### src/rtl/dma_chan_pkg.sv
package dma_chan_pkg;
  typedef enum logic [1:0] {
    ST_IDLE   = 2'd0,
    ST_BUSREQ = 2'd1,
    ST_READ   = 2'd2,
    ST_WRITE  = 2'd3
  } xfer_state_e;

  localparam logic [1:0] AM_FIXED = 2'b00;
  localparam logic [1:0] AM_INC   = 2'b01;
  localparam logic [1:0] AM_DEC   = 2'b10;

  localparam logic [1:0] RA_SRC  = 2'd0;
  localparam logic [1:0] RA_DST  = 2'd1;
  localparam logic [1:0] RA_CNT  = 2'd2;
  localparam logic [1:0] RA_CTRL = 2'd3;

  localparam int CB_EN     = 0;
  localparam int CB_DONE   = 1;
  localparam int CB_SMODE  = 2;
  localparam int CB_DMODE  = 4;
  localparam int CB_RELOAD = 6;
  localparam int CB_IRQEN  = 7;
endpackage

### src/rtl/dma_addr_step.sv
module dma_addr_step #(
  parameter int ADDR_W = 32,
  parameter int STEP   = 4
) (
  input  logic [ADDR_W-1:0] cur,
  input  logic [1:0]        mode,
  output logic [ADDR_W-1:0] nxt
);
  import dma_chan_pkg::*;

  always_comb begin
    unique case (mode)
      AM_INC:  nxt = cur + ADDR_W'(STEP);
      AM_DEC:  nxt = cur - ADDR_W'(STEP);
      default: nxt = cur;
    endcase
  end
endmodule

### src/rtl/dma_chan_regs.sv
module dma_chan_regs #(
  parameter int ADDR_W = 32,
  parameter int DATA_W = 32,
  parameter int CNT_W  = 16
) (
  input  logic              clk,
  input  logic              rst,
  input  logic              reg_we,
  input  logic [1:0]        reg_addr,
  input  logic [DATA_W-1:0] reg_wdata,
  output logic [DATA_W-1:0] reg_rdata,
  input  logic              busy,
  input  logic              xfer_done,
  input  logic              reload_now,
  input  logic [ADDR_W-1:0] src_nxt,
  input  logic [ADDR_W-1:0] dst_nxt,
  output logic [ADDR_W-1:0] src_q,
  output logic [ADDR_W-1:0] dst_q,
  output logic [CNT_W-1:0]  cnt_q,
  output logic              en_q,
  output logic              done_q,
  output logic [1:0]        smode_q,
  output logic [1:0]        dmode_q,
  output logic              reload_q,
  output logic              irqen_q
);
  import dma_chan_pkg::*;

  logic [ADDR_W-1:0] shadow_q;
  logic [7:0]        ctrl_view;

  assign ctrl_view = {irqen_q, reload_q, dmode_q, smode_q, done_q, en_q};

  always_ff @(posedge clk) begin
    if (rst) begin
      src_q     <= '0;
      dst_q     <= '0;
      cnt_q     <= '0;
      shadow_q  <= '0;
      en_q      <= 1'b0;
      done_q    <= 1'b0;
      smode_q   <= '0;
      dmode_q   <= '0;
      reload_q  <= 1'b0;
      irqen_q   <= 1'b0;
      reg_rdata <= '0;
    end else begin
      if (reg_we && !busy) begin
        unique case (reg_addr)
          RA_SRC: src_q <= reg_wdata[ADDR_W-1:0];
          RA_DST: dst_q <= reg_wdata[ADDR_W-1:0];
          RA_CNT: cnt_q <= reg_wdata[CNT_W-1:0];
          default: begin
            en_q     <= reg_wdata[CB_EN];
            done_q   <= done_q & reg_wdata[CB_DONE];
            smode_q  <= reg_wdata[CB_SMODE +: 2];
            dmode_q  <= reg_wdata[CB_DMODE +: 2];
            reload_q <= reg_wdata[CB_RELOAD];
            irqen_q  <= reg_wdata[CB_IRQEN];
            if (reg_wdata[CB_EN]) shadow_q <= src_q;
          end
        endcase
      end
      if (xfer_done) begin
        dst_q <= dst_nxt;
        cnt_q <= cnt_q - 1'b1;
        src_q <= reload_now ? shadow_q : src_nxt;
        if (cnt_q == CNT_W'(1)) done_q <= 1'b1;
      end
      unique case (reg_addr)
        RA_SRC:  reg_rdata <= DATA_W'(src_q);
        RA_DST:  reg_rdata <= DATA_W'(dst_q);
        RA_CNT:  reg_rdata <= DATA_W'(cnt_q);
        default: reg_rdata <= DATA_W'(ctrl_view);
      endcase
    end
  end
endmodule

### src/rtl/dma_xfer_fsm.sv
module dma_xfer_fsm #(
  parameter int DATA_W = 32,
  parameter int CNT_W  = 16,
  parameter int GROUP  = 4
) (
  input  logic              clk,
  input  logic              rst,
  input  logic              xfer_req,
  input  logic              en,
  input  logic              done_flag,
  input  logic [CNT_W-1:0]  cnt,
  input  logic              reload_en,
  input  logic              bus_grant,
  input  logic              m_ack,
  input  logic [DATA_W-1:0] m_rdata,
  output logic              bus_req,
  output logic              m_req,
  output logic              m_we,
  output logic [DATA_W-1:0] data_q,
  output logic              xfer_done,
  output logic              reload_now,
  output logic              busy
);
  import dma_chan_pkg::*;

  localparam int GRP_W = (GROUP > 2) ? $clog2(GROUP) : 1;
  localparam logic [GRP_W-1:0] GRP_LAST = GRP_W'(GROUP - 1);

  xfer_state_e      st_q, st_d;
  logic [GRP_W-1:0] grp_q;
  logic             last_copy;

  assign last_copy  = (cnt == CNT_W'(1));
  assign reload_now = reload_en && (grp_q == GRP_LAST);
  assign xfer_done  = (st_q == ST_WRITE) && m_ack;
  assign busy       = (st_q != ST_IDLE);
  assign bus_req    = busy;
  assign m_req      = (st_q == ST_READ) || (st_q == ST_WRITE);
  assign m_we       = (st_q == ST_WRITE);

  always_comb begin
    st_d = st_q;
    unique case (st_q)
      ST_IDLE:   if (xfer_req && en && !done_flag && cnt != '0) st_d = ST_BUSREQ;
      ST_BUSREQ: if (bus_grant) st_d = ST_READ;
      ST_READ:   if (m_ack) st_d = ST_WRITE;
      default:   if (m_ack) st_d = (last_copy || reload_now) ? ST_IDLE : ST_READ;
    endcase
  end

  always_ff @(posedge clk) begin
    if (rst) begin
      st_q   <= ST_IDLE;
      grp_q  <= '0;
      data_q <= '0;
    end else begin
      st_q <= st_d;
      if (st_q == ST_READ && m_ack) data_q <= m_rdata;
      if (xfer_done) grp_q <= (last_copy || reload_now) ? '0 : grp_q + 1'b1;
    end
  end
endmodule

### src/rtl/dma_reload_chan.sv
module dma_reload_chan #(
  parameter int ADDR_W = 32,
  parameter int DATA_W = 32,
  parameter int CNT_W  = 16,
  parameter int GROUP  = 4
) (
  input  logic              clk,
  input  logic              rst,
  input  logic              reg_we,
  input  logic [1:0]        reg_addr,
  input  logic [DATA_W-1:0] reg_wdata,
  output logic [DATA_W-1:0] reg_rdata,
  input  logic              xfer_req,
  output logic              bus_req,
  input  logic              bus_grant,
  output logic              m_req,
  output logic              m_we,
  output logic [ADDR_W-1:0] m_addr,
  output logic [DATA_W-1:0] m_wdata,
  input  logic [DATA_W-1:0] m_rdata,
  input  logic              m_ack,
  output logic              irq
);
  localparam int STEP = DATA_W / 8;

  logic [ADDR_W-1:0] src_q, dst_q;
  logic [CNT_W-1:0]  cnt_q;
  logic              en_q, done_flag, reload_q, irqen_q;
  logic [1:0]        smode_q, dmode_q;
  logic              busy, xfer_done, reload_now;
  logic [ADDR_W-1:0] step_cur  [2];
  logic [1:0]        step_mode [2];
  logic [ADDR_W-1:0] step_nxt  [2];

  assign step_cur[0]  = src_q;
  assign step_mode[0] = smode_q;
  assign step_cur[1]  = dst_q;
  assign step_mode[1] = dmode_q;

  for (genvar g = 0; g < 2; g++) begin : g_step
    dma_addr_step #(.ADDR_W(ADDR_W), .STEP(STEP)) u_step (
      .cur (step_cur[g]),
      .mode(step_mode[g]),
      .nxt (step_nxt[g])
    );
  end

  dma_chan_regs #(.ADDR_W(ADDR_W), .DATA_W(DATA_W), .CNT_W(CNT_W)) u_regs (
    .clk       (clk),
    .rst       (rst),
    .reg_we    (reg_we),
    .reg_addr  (reg_addr),
    .reg_wdata (reg_wdata),
    .reg_rdata (reg_rdata),
    .busy      (busy),
    .xfer_done (xfer_done),
    .reload_now(reload_now),
    .src_nxt   (step_nxt[0]),
    .dst_nxt   (step_nxt[1]),
    .src_q     (src_q),
    .dst_q     (dst_q),
    .cnt_q     (cnt_q),
    .en_q      (en_q),
    .done_q    (done_flag),
    .smode_q   (smode_q),
    .dmode_q   (dmode_q),
    .reload_q  (reload_q),
    .irqen_q   (irqen_q)
  );

  dma_xfer_fsm #(.DATA_W(DATA_W), .CNT_W(CNT_W), .GROUP(GROUP)) u_fsm (
    .clk       (clk),
    .rst       (rst),
    .xfer_req  (xfer_req),
    .en        (en_q),
    .done_flag (done_flag),
    .cnt       (cnt_q),
    .reload_en (reload_q),
    .bus_grant (bus_grant),
    .m_ack     (m_ack),
    .m_rdata   (m_rdata),
    .bus_req   (bus_req),
    .m_req     (m_req),
    .m_we      (m_we),
    .data_q    (m_wdata),
    .xfer_done (xfer_done),
    .reload_now(reload_now),
    .busy      (busy)
  );

  assign m_addr = m_we ? dst_q : src_q;
  assign irq    = done_flag && irqen_q;
endmodule

### config.mk
export PLATFORM = sky130hd
export DESIGN_NAME = dma_reload_chan
export DESIGN_NICKNAME = d
export VERILOG_FILES = /design/src/rtl/dma_chan_pkg.sv /design/src/rtl/dma_addr_step.sv /design/src/rtl/dma_chan_regs.sv /design/src/rtl/dma_xfer_fsm.sv /design/src/rtl/dma_reload_chan.sv
export SDC_FILE = /design/constraint.sdc
export NUM_CORES = 1
export LEC_CHECK = 0
export BUFFER_PORTS_ARGS = -buffer_cell sky130_fd_sc_hd__buf_4
export CAP_MARGIN = 40
export CORE_ASPECT_RATIO = 1.25
export CORE_MARGIN = 4
export CORE_UTILIZATION = 45
export CTS_CLUSTER_SIZE = 12
export DETAILED_ROUTE_END_ITERATION = 8
export GPL_TIMING_DRIVEN = 0
export PLACE_DENSITY_LB_ADDON = 0.05
export SYNTH_ARGS = -nofsm -noshare
export SYNTH_HDL_FRONTEND = slang
export SYNTH_SLANG_ARGS = --single-unit
### constraint.sdc
create_clock -name clk -period 3.3 [get_ports clk]
set_input_delay 0.33 -clock clk [delete_from_list [all_inputs] [get_ports clk]]
set_output_delay 0.33 -clock clk [all_outputs]
set_load 0.03 [all_outputs]
==> results.md, run 1 <==
- Worst-path clk slew: 0.08 ns
- First-pass GRT wire length: 78.2 mm
- Syn Nets: 1753
- Row cnt: 67
- Dpl hpwl: 39.5 mm
- Largest net degree at the start of global routing: 19
- Data arrival time of the critical path: 3.55 ns
- CTS tree: yes
- Met1 GRT Util: 42.2%
- Power, Total: 7.02 mW
- Total CTS buffers: 17
- Clock Tree Root: clkbuf_16
- Setup TNS Final: 0 ns
- Routed WL per cell: 23.3 µm
- Final Hold Fails: 0
- Main synth FF type: dfxtp_1
- Cell Pwr Density: 463 mW/mm²
- Commonest non-fill, non-tap cell in the layout: nand2_1
- Number of synthesized flops with an enable pin: 0
- Area grow syn2layout: 21.7%
- GRT Resource Usage Total: 32.9%
- Worst-skew pair later-pin latency: 0.45 ns
- ANT cells: 0
- Drt initial violations: 1269
- CP Max Fanout: 10
- Area of the die: 0.0304 mm²
- Status: finished, final reports clean
- Synth Register Bits: 188
- Worst-Margin Slew: 0.849 ns
- Fill cells: 2643
- CP Class: flip-flop to flip-flop
- Vias/cell: 6.26
- Synth warn: 0
- Maximum VDD drop: 363 µV
- Die W: 157 µm
- Area of the mapped netlist: 0.0124 mm²
- # IOs: 172
- Most frequent cells in the layout: 274 x nand2_1, 184 x dfxtp_1, 182 x buf_4
- M2 GR Usage: 53.3%
- Hold path depth: 3
- Met3 usage: 5.40%
- H-tree depth: 4
- LEAKAGE: 5.62 nW
- Critical Path RT: 3.65 ns
- Sequential area share after synthesis: 30.2%
- R2r setup slk: 0.1 ns
- Fmax: 0.312 GHz
- Area of the core: 0.0271 mm²
- Initial antenna violation count: 1
- Synth Area per Inst: 7.46 µm²
- Post-CTS Hold Buffers: 0
- HP Class: primary input to flip-flop
- Starting density of the core: 46.0%
- Post-route minimum period: 3.20 ns
- DRT Pass-1 Iters: 6
- Reg-to-reg endpoint: u_regs.src_q[31]$_SDFFE_PP0P_
- Hold Path End: u_fsm.data_q[11]$_SDFFE_PP0P_
- Antenna viol nets, final: 0
- Final setup viols: 0
- Port bufs: 171
- Max-Cap Viols: 0
- Synth Instances: 1667
- Routability cong.: 0.964
- Vias: 13913
- Routed wire length: 51.7 mm
- Vias in the first global route: 13277
- Reg2reg start: u_fsm.st_q[1]$_SDFFE_PP0P_
- Slew HR: 43.4%
- Post-route DRC: 0
- Nets: 1949
- Hold wc startpoint: m_rdata[11]
- Fin crit share: 97.0%
- Setup crit start kind: flip-flop
- Most Crowded Layer GR: met2
- Synth cell types: 91
- Clock Path Buffers: 2
- Fin. max-slew vios: 0
- Layout cells sized above 1: 17.9%
- Clock sink total: 188
- Max Clock Skew: 0.0111 ns
- Crit end category: flip-flop
- DIE HEIGHT: 194 µm
- Reg2Reg Depth: 8
- Aggregate global routing overflow: 0
- Post-synth ARST share: 0%
## cell families after synthesis
group / share of synthesized area (%)
and+or+nand+nor: 22.8
AOI/OAI and AO/OA: 27.4
buffers and inverters: 6.17
DFF: 30.2
xor gates and xnor gates: 5.21
muxes: 6.79
adders and majority gates: 1.41
## worst max-delay path, cell delays in order (launching register included)
cell and delay, ns:
dfxtp_1 0.36, inv_1 0.10, ha_1 0.28, nand2_1 0.25, o31ai_4 0.51, a21boi_2 0.49, clkbuf_1 0.52, o221ai_1 0.26
a221oi_1 0.33
## stage by stage
stage	util (%)	cells	setup WS [ns]	hold WS [ns]	instance area, µm²
floorplan	-	1667	-0.109	0.431	12500
global placement	52.6	2183	-0.899	0.440	14200
detailed placement	52.6	2184	-0.944	0.446	14300
CTS	55.7	2221	0.0491	0.107	15100
global route	55.9	2221	-0.0176	0.113	15100
finish	55.9	2221	0.0981	0.118	15100
## sequential cells by signal, indices dropped and copies added, names as in the netlist
register and count:
u_regs.reload_q 1, u_regs.done_q 1, u_regs.shadow_q 32, u_fsm.grp_q 2, u_regs.dst_q 32, u_regs.cnt_q 16, u_regs.src_q 32, u_regs.smode_q 2
u_regs.dmode_q 2, u_regs.reg_rdata 32, u_fsm.data_q 32, u_regs.en_q 1, u_regs.irqen_q 1, u_fsm.st_q 2
## cells in the mapped netlist, types with 15 or more instances
| cell | n | area (µm²) |
|---|---|---|
| inv_1 | 27 | 101 |
| nand3_1 | 18 | 90.1 |
| buf_1 | 16 | 60.1 |
| nor2_1 | 146 | 548 |
| and2_1 | 20 | 125 |
| a221oi_1 | 17 | 149 |
| xor2_1 | 16 | 140 |
| o21ai_0 | 90 | 450 |
| a22oi_1 | 24 | 180 |
| a21oi_1 | 167 | 836 |
| mux2i_1 | 36 | 360 |
| xnor2_1 | 58 | 508 |
| clkbuf_1 | 119 | 447 |
| buf_2 | 20 | 100 |
| o22ai_1 | 20 | 125 |
| dfxtp_1 | 188 | 3760 |
| o21ai_1 | 20 | 100 |
| a211oi_1 | 15 | 113 |
| nand2_1 | 274 | 1030 |
| a31oi_1 | 16 | 100 |
| nor3_1 | 43 | 215 |
| o31a_1 | 19 | 166 |
| or3_1 | 17 | 106 |
| mux2_2 | 26 | 293 |
## timing repair
action	4_1_cts	5_1_grt
pin swaps	9	7
resized for setup	23	25
buffers inserted	9	1
endpoints found under the setup margin	26	48
gates cloned	3	0
## worst max-delay path by stage
stage	from	endpoint	slack [ns]
floorplan	u_regs.dmode_q[0]$_SDFFE_PP0P_	u_regs.dst_q[30]$_SDFFE_PP0P_	-0.11
global placement	u_regs.smode_q[1]$_SDFFE_PP0P_	u_regs.src_q[16]$_SDFFE_PP0P_	-0.90
detailed placement	u_regs.smode_q[1]$_SDFFE_PP0P_	u_regs.src_q[16]$_SDFFE_PP0P_	-0.94
CTS	u_fsm.st_q[0]$_SDFFE_PP0P_	u_regs.src_q[4]$_SDFFE_PP0P_	0.05
global route	u_regs.dmode_q[0]$_SDFFE_PP0P_	u_regs.dst_q[30]$_SDFFE_PP0P_	-0.02
finish	u_fsm.st_q[1]$_SDFFE_PP0P_	u_regs.src_q[31]$_SDFFE_PP0P_	0.1
## per-layer routing
layer | wire, µm | vias up | share of wire [%]
met2 | 24200 | 771 | 47
met1 | 20200 | 6597 | 39
li1 | - | 6382 | -
met4 | 2700 | 0 | 5.2
met3 | 4640 | 163 | 9.0
met5 | 0 | - | 0
## area by class of cell
cell class              count  area, µm²  share of cell area (%)
plain buffers             153        656                    4.33
inverters                  29        109                   0.719
clock inverters            13        175                    1.16
clock buffers              19        453                    2.99
flip-flops and latches    188       3770                    24.9
repair buffers            185       1470                    9.69
multi-input cells        1289       8080                    53.4
well taps                 345        432                    2.85
## report_power, final
part / internal [mW] / total (mW) / leakage [nW] / switching [mW]
logic: 0.774 / 2.21 / 3.78 / 1.44
registers: 2.42 / 2.56 / 1.52 / 0.149
clock network: 1.20 / 2.24 / 0.310 / 1.05
total: 4.39 / 7.02 / 5.62 / 2.63
(Power assumes the default switching activity.)
==> run 2: changes to the inputs <==
CORE_MARGIN = default   (was 4)
==> run 2 against run 1 <==
Sequential power is essentially flat; register-to-register slack barely moved; core utilization barely moved; critical endpoint is now m_addr[7]; worst setup slack worse by 0.034 ns; maximum frequency down 1.1%; non-clock buffer count is 1 lower; cell area decreased by 0.28%; total power fell by 1.3%; largest power group unchanged; highest routed layer unchanged; combinational power hardly changed; clock skew rose by 0.0026 ns; clock power is 4% lower; critical path depth fell by 3.
==> results.md, run 2 (synthesis results as in run 1) <==
- Drt initial violations: 1162 (-8.4%)
- Total CTS buffers: 17 (unchanged)
- Maximum VDD drop: 359 µV (-0.94%)
- NetSw: 2.59 mW (-1.6%)
- Fin. max-slew vios: 0 (unchanged)
- Crit end category: output pin
- LEAKAGE: 5.58 nW (-0.65%)
- Int Power: 4.34 mW (-1.1%)
- Clock Path Buffers: 2 (unchanged)
- Placed cells: 2184 (unchanged)
- M2 GR Usage: 57.0% (+3.7 points)
- CTS tree: yes
- Post-route DRC: 0 (unchanged)
- Die W: 151 µm (-3.8%)
- Worst-Margin Slew: 0.919 ns (+0.0696 ns)
- Finished Layout Cells: 2218 (-0.14%)
- Row cnt: 67 (unchanged)
- Layout cells sized above 1: 17.6% (-0.35 points)
- Commonest non-fill, non-tap cell in the layout: nand2_1
- CP Max Fanout: 10 (unchanged)
- DRT Pass-1 Iters: 6 (unchanged)
- Clock sink total: 188 (unchanged)
- Data arrival time of the critical path: 2.91 ns (-0.64 ns)
- Area of the die: 0.0283 mm² (-6.8%)
- Final Hold Fails: 0 (unchanged)
- Routed WL per cell: 23.1 µm (-0.99%)
- Met1 GRT Util: 46.2% (+4.0 points)
- First-pass GRT wire length: 76.2 mm (-2.5%)
- Most Crowded Layer GR: met2
- Port bufs: 171 (unchanged)
- Met3 usage: 6.16% (+0.75 points)
- Min Hold Slack: 0.128 ns (+0.0100 ns)
- Largest net degree at the start of global routing: 17 (-2)
- Area grow syn2layout: 21.4%
- Flop pwr share: 37.1% (+0.6 points)
- Initial antenna violation count: 0 (-1)
- Post-route minimum period: 3.24 ns (+0.0345 ns)
- Max Clock Skew: 0.0137 ns (+0.00256 ns)
- Vias: 13955 (+0.30%)
- Critical Path RT: 2.97 ns (-0.68 ns)
- Comb pwr share: 31.9% (+0.4 points)
- Routed wire length: 51.2 mm (-1.1%)
- H-tree depth: 4 (unchanged)
- Area of the core: 0.0270 mm² (-0.31%)
- Worst-path clk slew: 0.07 ns (about the same)
- Most frequent cells in the layout: 274 x nand2_1, 184 x dfxtp_1, 181 x buf_4
- GRT Resource Usage Total: 35.7% (+2.8 points)
- Worst-skew pair later-pin latency: 0.45 ns (about the same)
- Max-Cap Viols: 0 (unchanged)
- Dpl hpwl: 38.8 mm (-1.8%)
- Starting density of the core: 46.1% (+0.14 points)
- Vias in the first global route: 13064 (-1.6%)
- Routability cong.: 0.957 (-0.73%)
- Share of total power in the clock network: 31.1% (-0.8 points)
- Final setup viols: 0 (unchanged)
- Status: finished, final reports clean
- Fin crit share: 98.1% (+1.0 points)
- Slew HR: 38.7% (-4.6 points)
- Cell Pwr Density: 459 mW/mm² (-1.0%)
- CP Class: flip-flop to output pin
- DIE HEIGHT: 188 µm (-3.1%)
- Setup crit start kind: flip-flop
- Antenna viol nets, final: 0 (unchanged)
- # IOs: 172 (unchanged)
- Vias/cell: 6.29 (+0.44%)
- ANT cells: 0 (unchanged)
- Aggregate global routing overflow: 0 (unchanged)
- Clock Tree Root: clkbuf_16
- R2r setup slk: 0.11 ns (about the same)
- Nets: 1948 (-0.051%)
- Sw Share: 37.4% (-0.10 points)
- HP Class: primary input to flip-flop
- Fmax: 0.309 GHz (-1.1%)
[run 2: cell types whose count changed in the layout (fill, tap and decap cells not counted), sizes merged]
cell	previous run	this run
clkbuf	140	139
clkinvlp	0	1
inv	35	32
[run 2: worst paths after layout]
path	start	cells after the start	to
setup reg to reg	u_regs.dmode_q[0]$_SDFFE_PP0P_	13	u_regs.dst_q[30]$_SDFFE_PP0P_
setup / recovery	u_fsm.st_q[0]$_SDFFE_PP0P_	5	m_addr[7]
hold / removal	m_rdata[13]	3	u_fsm.data_q[13]$_SDFFE_PP0P_
hold reg to reg	u_fsm.data_q[28]$_SDFFE_PP0P_	2	u_fsm.data_q[28]$_SDFFE_PP0P_
[run 2: layout make-up]
| type | instances | area [µm²] |
|---|---|---|
| fill | 2654 | 11900 |
| multi-input combinational | 1289 | 8100 |
| sequential | 188 | 3770 |
| timing repair buffer | 184 | 1460 |
| buffer | 153 | 654 |
| clock buffer | 19 | 443 |
| tap | 345 | 432 |
| clock inverter | 11 | 138 |
| inverter | 29 | 109 |
[run 2: metrics by stage]
step | setup TNS, ns | utilization [%] | setup WS, ns | power, mW | instance area (µm²)
3_3_place_gp | -13.91 | 52.8 | -0.912 | 4.70 | 14200
3_5_place_dp | -14.54 | 52.8 | -0.939 | 4.73 | 14300
5_1_grt | -0.0140 | 56.0 | -0.0138 | 7.20 | 15100
2_1_floorplan | -0.213 | - | -0.109 | 3.97 | 12500
6_report | 0 | 56.0 | 0.0636 | 6.93 | 15100
4_1_cts | 0 | 55.7 | 0.0199 | 6.87 | 15000
[run 2: metal layers]
| layer | share of wire (%) | up-vias |
|---|---|---|
| met5 | 0 | - |
| met4 | 4.4 | 0 |
| met3 | 8.7 | 137 |
| met2 | 46 | 768 |
| met1 | 41 | 6671 |
| li1 | - | 6379 |
[run 2: power by group through the flow]
stage / Sequential, mW / Clock, mW / Combinational (mW)
2_1_floorplan: 2.66 / 0 / 1.32
3_3_place_gp: 2.61 / 0 / 2.10
3_5_place_dp: 2.61 / 0 / 2.12
4_1_cts: 2.56 / 2.15 / 2.16
5_1_grt: 2.59 / 2.25 / 2.36
6_report: 2.57 / 2.15 / 2.21
[run 2: critical path, stage by stage, from the launching register on]
cell      delay (ns)
dfxtp_1         0.42
ha_1            0.36
buf_1           0.73
clkbuf_1        0.43
o21ai_0         0.28
buf_4           0.24
[run 2: timing repair]
| item | 4_1_cts | 5_1_grt |
|---|---|---|
| pin swaps | 9 | 9 |
| gates resized for setup | 25 | 22 |
| gates cloned | 3 | 0 |
| setup endpoints to repair | 25 | 44 |
| hold endpoints to repair | 0 | 0 |
| setup buffers | 7 | 2 |
| hold buffers | 0 | 0 |
